$ cat src/rtl/slut_pkg.sv
package slut_pkg;
  typedef enum logic {
    LD_IDLE = 1'b0,
    LD_RUN  = 1'b1
  } ld_state_e;
endpackage

$ cat src/rtl/slut_store.sv
module slut_store #(
  parameter int DEPTH  = 16,
  parameter int ADDR_W = $clog2(DEPTH)
) (
  input  logic              clk,
  input  logic              rst,
  input  logic              shift_en,
  input  logic              shift_in,
  input  logic [ADDR_W-1:0] addr,
  output logic              rd_bit,
  output logic              tail_bit,
  output logic [DEPTH-1:0]  cells
);
  logic [DEPTH-1:0] cell_q;

  for (genvar i = 0; i < DEPTH; i++) begin : g_cell
    if (i == 0) begin : g_head
      always_ff @(posedge clk) begin
        if (rst)           cell_q[0] <= 1'b0;
        else if (shift_en) cell_q[0] <= shift_in;
      end
    end else begin : g_body
      always_ff @(posedge clk) begin
        if (rst)           cell_q[i] <= 1'b0;
        else if (shift_en) cell_q[i] <= cell_q[i-1];
      end
    end
  end

  assign rd_bit   = cell_q[addr];
  assign tail_bit = cell_q[DEPTH-1];
  assign cells    = cell_q;
endmodule

$ cat src/rtl/slut_loader.sv
module slut_loader
  import slut_pkg::*;
#(
  parameter int DEPTH = 16
) (
  input  logic             clk,
  input  logic             rst,
  input  logic             start,
  input  logic [DEPTH-1:0] word,
  output logic             busy,
  output logic             done,
  output logic             bit_out
);
  localparam int CNT_W = $clog2(DEPTH);
  localparam logic [CNT_W-1:0] LAST = CNT_W'(DEPTH - 1);

  ld_state_e        state_q;
  logic [CNT_W-1:0] cnt_q;
  logic [DEPTH-1:0] pat_q;
  logic             done_q;

  always_ff @(posedge clk) begin
    if (rst) begin
      state_q <= LD_IDLE;
      cnt_q   <= '0;
      pat_q   <= '0;
      done_q  <= 1'b0;
    end else begin
      done_q <= 1'b0;
      case (state_q)
        LD_IDLE: begin
          if (start) begin
            pat_q   <= word;
            cnt_q   <= '0;
            state_q <= LD_RUN;
          end
        end
        LD_RUN: begin
          pat_q <= {pat_q[DEPTH-2:0], 1'b0};
          cnt_q <= cnt_q + 1'b1;
          if (cnt_q == LAST) begin
            state_q <= LD_IDLE;
            done_q  <= 1'b1;
          end
        end
        default: state_q <= LD_IDLE;
      endcase
    end
  end

  assign busy    = (state_q == LD_RUN);
  assign done    = done_q;
  assign bit_out = pat_q[DEPTH-1];
endmodule

$ cat src/rtl/slut_src_sel.sv
module slut_src_sel (
  input  logic ext_en,
  input  logic ext_bit,
  input  logic ld_active,
  input  logic ld_bit,
  output logic shift_en,
  output logic shift_in
);
  always_comb begin
    if (ld_active) begin
      shift_en = 1'b1;
      shift_in = ld_bit;
    end else begin
      shift_en = ext_en;
      shift_in = ext_bit;
    end
  end
endmodule

$ cat src/rtl/slut_top.sv
module slut_top #(
  parameter int DEPTH  = 16,
  parameter int ADDR_W = $clog2(DEPTH)
) (
  input  logic              clk,
  input  logic              rst,
  input  logic [ADDR_W-1:0] addr,
  output logic              lut_out,
  input  logic              shift_we,
  input  logic              shift_din,
  input  logic [DEPTH-1:0]  ld_word,
  input  logic              ld_start,
  output logic              ld_busy,
  output logic              ld_done,
  output logic              chain_out
);
  logic             sh_en;
  logic             sh_in;
  logic             ld_bit;
  logic [DEPTH-1:0] table_q;

  slut_loader #(.DEPTH(DEPTH)) u_loader (
    .clk     (clk),
    .rst     (rst),
    .start   (ld_start),
    .word    (ld_word),
    .busy    (ld_busy),
    .done    (ld_done),
    .bit_out (ld_bit)
  );

  slut_src_sel u_sel (
    .ext_en    (shift_we),
    .ext_bit   (shift_din),
    .ld_active (ld_busy),
    .ld_bit    (ld_bit),
    .shift_en  (sh_en),
    .shift_in  (sh_in)
  );

  slut_store #(.DEPTH(DEPTH), .ADDR_W(ADDR_W)) u_store (
    .clk      (clk),
    .rst      (rst),
    .shift_en (sh_en),
    .shift_in (sh_in),
    .addr     (addr),
    .rd_bit   (lut_out),
    .tail_bit (chain_out),
    .cells    (table_q)
  );
endmodule

$ cat config.mk
export PLATFORM = sky130hd
export DESIGN_NAME = slut_top
export DESIGN_NICKNAME = d
export VERILOG_FILES = /design/src/rtl/slut_pkg.sv /design/src/rtl/slut_store.sv /design/src/rtl/slut_loader.sv /design/src/rtl/slut_src_sel.sv /design/src/rtl/slut_top.sv
export SDC_FILE = /design/constraint.sdc
export NUM_CORES = 1
export LEC_CHECK = 0
export BUFFER_PORTS_ARGS = -buffer_cell sky130_fd_sc_hd__buf_2
export CORE_ASPECT_RATIO = 1.5
export CORE_MARGIN = 1
export CORE_UTILIZATION = 59
export CTS_CLUSTER_SIZE = 16
export DETAILED_ROUTE_END_ITERATION = 8
export HOLD_SLACK_MARGIN = 0.03
export PLACE_DENSITY = 0.81
export SLEW_MARGIN = 20
export SYNTH_ARGS = -nofsm -noshare
export SYNTH_HDL_FRONTEND = slang
export SYNTH_SLANG_ARGS = --single-unit
$ cat constraint.sdc
create_clock -name clk -period 2.64 [get_ports clk]
set_input_delay 0.264 -clock clk [delete_from_list [all_inputs] [get_ports clk]]
set_output_delay 0.264 -clock clk [all_outputs]
set_load 0.01 [all_outputs]
* Word-level counts from Yosys, hierarchy flattened
Cells that the tools add are included.
Operators by class: $add $sub $neg 1, magnitude comparators 1, eq/ne operators 2, mux-type cells 12, bitwise operators 1, reductions and logical operators 1
Operators with widths (count):
- one-hot mux 16 bit (2 select lines) | 1
- two-way mux 16 bit | 1
- one-hot mux 4 bit (2 select lines) | 1
- two-way mux 1 bit | 6
- less-than comparator 4 x 5 -> 1 bit (second input constant) | 1
- adder 4 x 1 -> 4 bit (second input constant) | 1
- binary-select mux 1 bit (select 4 bit) | 1
- == test 4 bit (second input constant) | 1
- two-way mux 4 bit | 1
- inequality test 2 bit (second input constant) | 1
- one-hot mux 1 bit (2 select lines) | 1
- OR reduction 2 bit | 1
- inverter 1 bit | 1
Storage, ports and cells: bits in registers 38, input port bits 25, output and inout bits 4, word-level logic and storage cells 38

* Logic depth before layout (Yosys ltp)
depth after elaboration 3, mapped depth 5, mapped depth without buffers 4

* Cells and area by module
A second synthesis with hierarchy kept.
Unflattened totals: cell total of the unflattened synthesis 157, area total of the unflattened synthesis 1739.2 sq um
By module, submodules not included:
- slut_loader | instances 1, cells an instance 95, area each 1017.2 sq um, seq. area each 440.4 sq um
- slut_store | instances 1, cells an instance 60, area each 700.7 sq um, seq. area each 320.3 sq um
- slut_src_sel | instances 1, cells an instance 2, area each 21.3 sq um, seq. area each 0.0 sq um

* Worst setup path after synthesis
Ideal clock, no wire load.
path kind flip-flop to output port, start reg u_store.cell_q[15], in the netlist u_store.tail_bit, end out lut_out, data arrival time 1.043 ns, data required time 2.376 ns, setup slack 1.333 ns, cell stages (with the launch flop) 4, buffers on the path 0, path through dfxtp_1 mux4_1 mux2i_1 mux2i_1
On the way: word-level cells in the longest chain between the ends 2
RTL lines:
- from (decl) | line slut_store.sv:14 | logic [DEPTH-1:0] cell_q;
- from (signal, indexed assignment) | line slut_store.sv:25 | else if (shift_en) cell_q[i] <= cell_q[i-1];
- binary-select mux 1 bit (select 4 bit) | line slut_store.sv:30 | assign rd_bit = cell_q[addr];
- two-way mux 1 bit (not written as such) | line slut_store.sv:30
- to (decl) | line slut_top.sv:8 | output logic lut_out,
Every way passes these cells. The select of a mux whose other input is x is not followed.

* Final worst setup path
start reg u_store.cell_q[13], in the netlist u_store.cells[13], end out lut_out
Same word-level chain as after synthesis.

==> impl_metrics.toml <==
[layout]
num_antenna_cells = 0
final_cell_area_um2 = 1910
area_growth_pct = 12.9
layout.nets = 223
final_util = 0.707
drive_above_1_share = 0.268

[global_routing]
grt_pass1_vias = 1217
grt-ovfl-total = 0
grt_max_degree = 39
antenna_found_initial = 0
track_usage = 0.223
grt_pass1_wl_mm = 4.88

[floorplanning]
std_cell_rows = 23
die_h_um = 67.6
design.core.area_um2 = 2710
dieArea_um2 = 3090
initial_utilization = 0.626
ios = 29
dieWidth_um = 45.8

[timing]
rsz0062_at_grt = "no"
slew_viol_final = 0
whs_ns = 0.294
fin_crit_ns = 1.78
finalSetupViolations = 0
relSlewSlack = 0.570
tightest_slew_ns = 0.645
layout_setup_ws_ns = 0.863
finClkSkew_ns = 0.00448
finalSetupTns_ns = 0
post-route-period-util = 0.673
fmax_mhz = 563
hold_viol = 0

[worst_setup_path]
critPathMostFrequentCell = "mux2i_1"
critical_path.cell_chain = "mux4_1, mux2i_1, mux2i_1, buf_2"
cp_num_buf_inv = 1
required_ns = 2.38
crit_family = "multiplexers"
worstReg2RegStart = "u_loader.busy"
critPathKind = "reg2out"
max_stage_delay_ns = 0.51
crit_arrival_ns = 1.51
r2r_slack_ns = 1.20
timing.rr.end = "u_store.cells[9]"
cp_num_cells = 4
critPathLaunchType = "register"
cp_slowest_cell = "mux4_1"
cp_max_fo = 3
worstSetupStartpoint = "u_store.cells[13]"
r2r.worst_path.cells = 4
crit_path_end_kind = "output port"

[yosys]
ys_ff_latch = 38
yosys.area.top_type = "dfxtp_1"
seq_area_frac_synth = 0.449
syn_inst = 173
syn_nets = 199
yosysWarningCount = 0
synth_area_leaders = "dfxtp_1 45%, mux2i_1 12%, mux2_2 11%, nand2_1 6.6%, mux4_1 6.2%"
synth.avg_cell_area_um2 = 9.79
synth_top_area_frac = 0.449
netlist-cell-type-count = 24
netlist_area_um2 = 1690

[clock_network]
clock_latency_ns = 0.29
cts_tree = "done"
root_buffer = "clkbuf_8"
cts_setup_buffers = 0
cts_htree_levels = 2
cts-hold-fix-buffers = 0
cts_buffers = 5
clk_pin_slew_worst_paths_ns = 0.07
clock_path_buffers = 2
cts_resized = 0
cts_sinks = 38

[route]
num_vias = 1290
ant_nets = 0
wirelength_mm = 3.10
via_per_inst = 5.49
drc = 0
routedWlPerCell_um = 13.2
dr.pass1.iters = 4
drt_iter0_drc = 20

[min_path]
min_from = "ld_word[0]"
hp-class = "in2reg"
holdPathStages = 3
whs_endpoint = "u_loader.pat_q[0]"

[run]
cap_violations = 0

[power]
ir_worst_vdd_uv = 473
total_leakage_power_nw = 0.796
powerDensity_nw_per_um2 = 590

[placement]
postPlaceCellArea_um2 = 1820
port-buffer-count = 28
dpl_worst_slack_ns = 1.05
place.gp.congestion = 0.849
place_hpwl_mm = 2.25

[outcome]
outcome = "finished clean"
==> worst register-to-register path: stages (launching register included) <==
cell	delay [ns]
dfxtp_1	0.31
buf_4	0.34
or2_1	0.46
nand2_1	0.12
a21oi_1	0.14
==> area by class of cell <==
type,count,area (um2)
tap,37,46.3
clock inverter,1,5.00
inverter,1,3.75
timing repair buffer,29,148
sequential,38,761
fill,238,792
multi-input combinational,122,863
clock buffer,7,86.3
==> per-stage QoR <==
| stage | total power [mW] | cells |
|---|---|---|
| finish | 1.13 | 235 |
| global route | 1.18 | 235 |
| CTS | 1.14 | 235 |
| detailed placement | 0.741 | 227 |
| global placement | 0.733 | 227 |
| floorplan | 0.709 | 173 |
==> flip-flops by register name, indices dropped and copies added, names as in the netlist <==
register          cells
u_loader.busy         1
u_loader.cnt_q        4
u_loader.done         1
u_loader.pat_q       16
u_store.cells        15
u_store.tail_bit      1
==> how the worst max path moves through the flow <==
stage and end:
6_report lut_out, 3_3_place_gp lut_out, 5_1_grt lut_out, 4_1_cts lut_out
3_5_place_dp lut_out, 2_1_floorplan lut_out
==> report_power, final <==
part,switching (mW),internal [mW]
Clock,0.192,0.210
Sequential,0.0115,0.594
Combinational,0.0608,0.0602
==> cell usage in the layout, fill, tap and decap left out <==
master and count:
a21oi_1 19, nor3b_1 1, buf_4 1, dfxtp_1 38, nand3_1 1, buf_2 28
nand2_1 30, and4_1 1, clkbuf_1 1, nor3_1 3, a211oi_1 1, nor2_2 1
clkbuf_8 6, mux4_1 4, nor2_1 19, inv_1 1, mux2i_1 21, clkinv_2 1
ha_1 1, or2_1 1, o21ai_0 1, mux2_2 16, a41oi_1 1, nor2b_1 1
==> cell usage after synthesis, drive strengths merged <==
cell,number
ha,1
buf,9
a211oi,1
nor2b,1
a41oi,1
nand2,30
or2,1
clkbuf,3
mux4,4
nor2,20
mux2i,21
inv,1
and4,1
nor3b,1
a21oi,19
o21ai,1
dfxtp,38
mux2,16
nor3,3
nand3,1
==> per-layer routing <==
metal / wire length [um] / up-vias / track usage
met5: 0 / - / 0
met4: 48 / 0 / 0.110
met3: 131 / 5 / 0.0561
met2: 1750 / 35 / 0.413
met1: 1170 / 604 / 0.219
li1: - / 646 / -
==> cells by family after synthesis <==
family          count (synthesis)  synth area share
flops                          38             0.449
mux                            41             0.292
simple gates                   58             0.141
buf+inv                        13            0.0413
fa+ha+maj                       1           0.00738
compound gates                 22            0.0687
(Power assumes the default switching activity.)
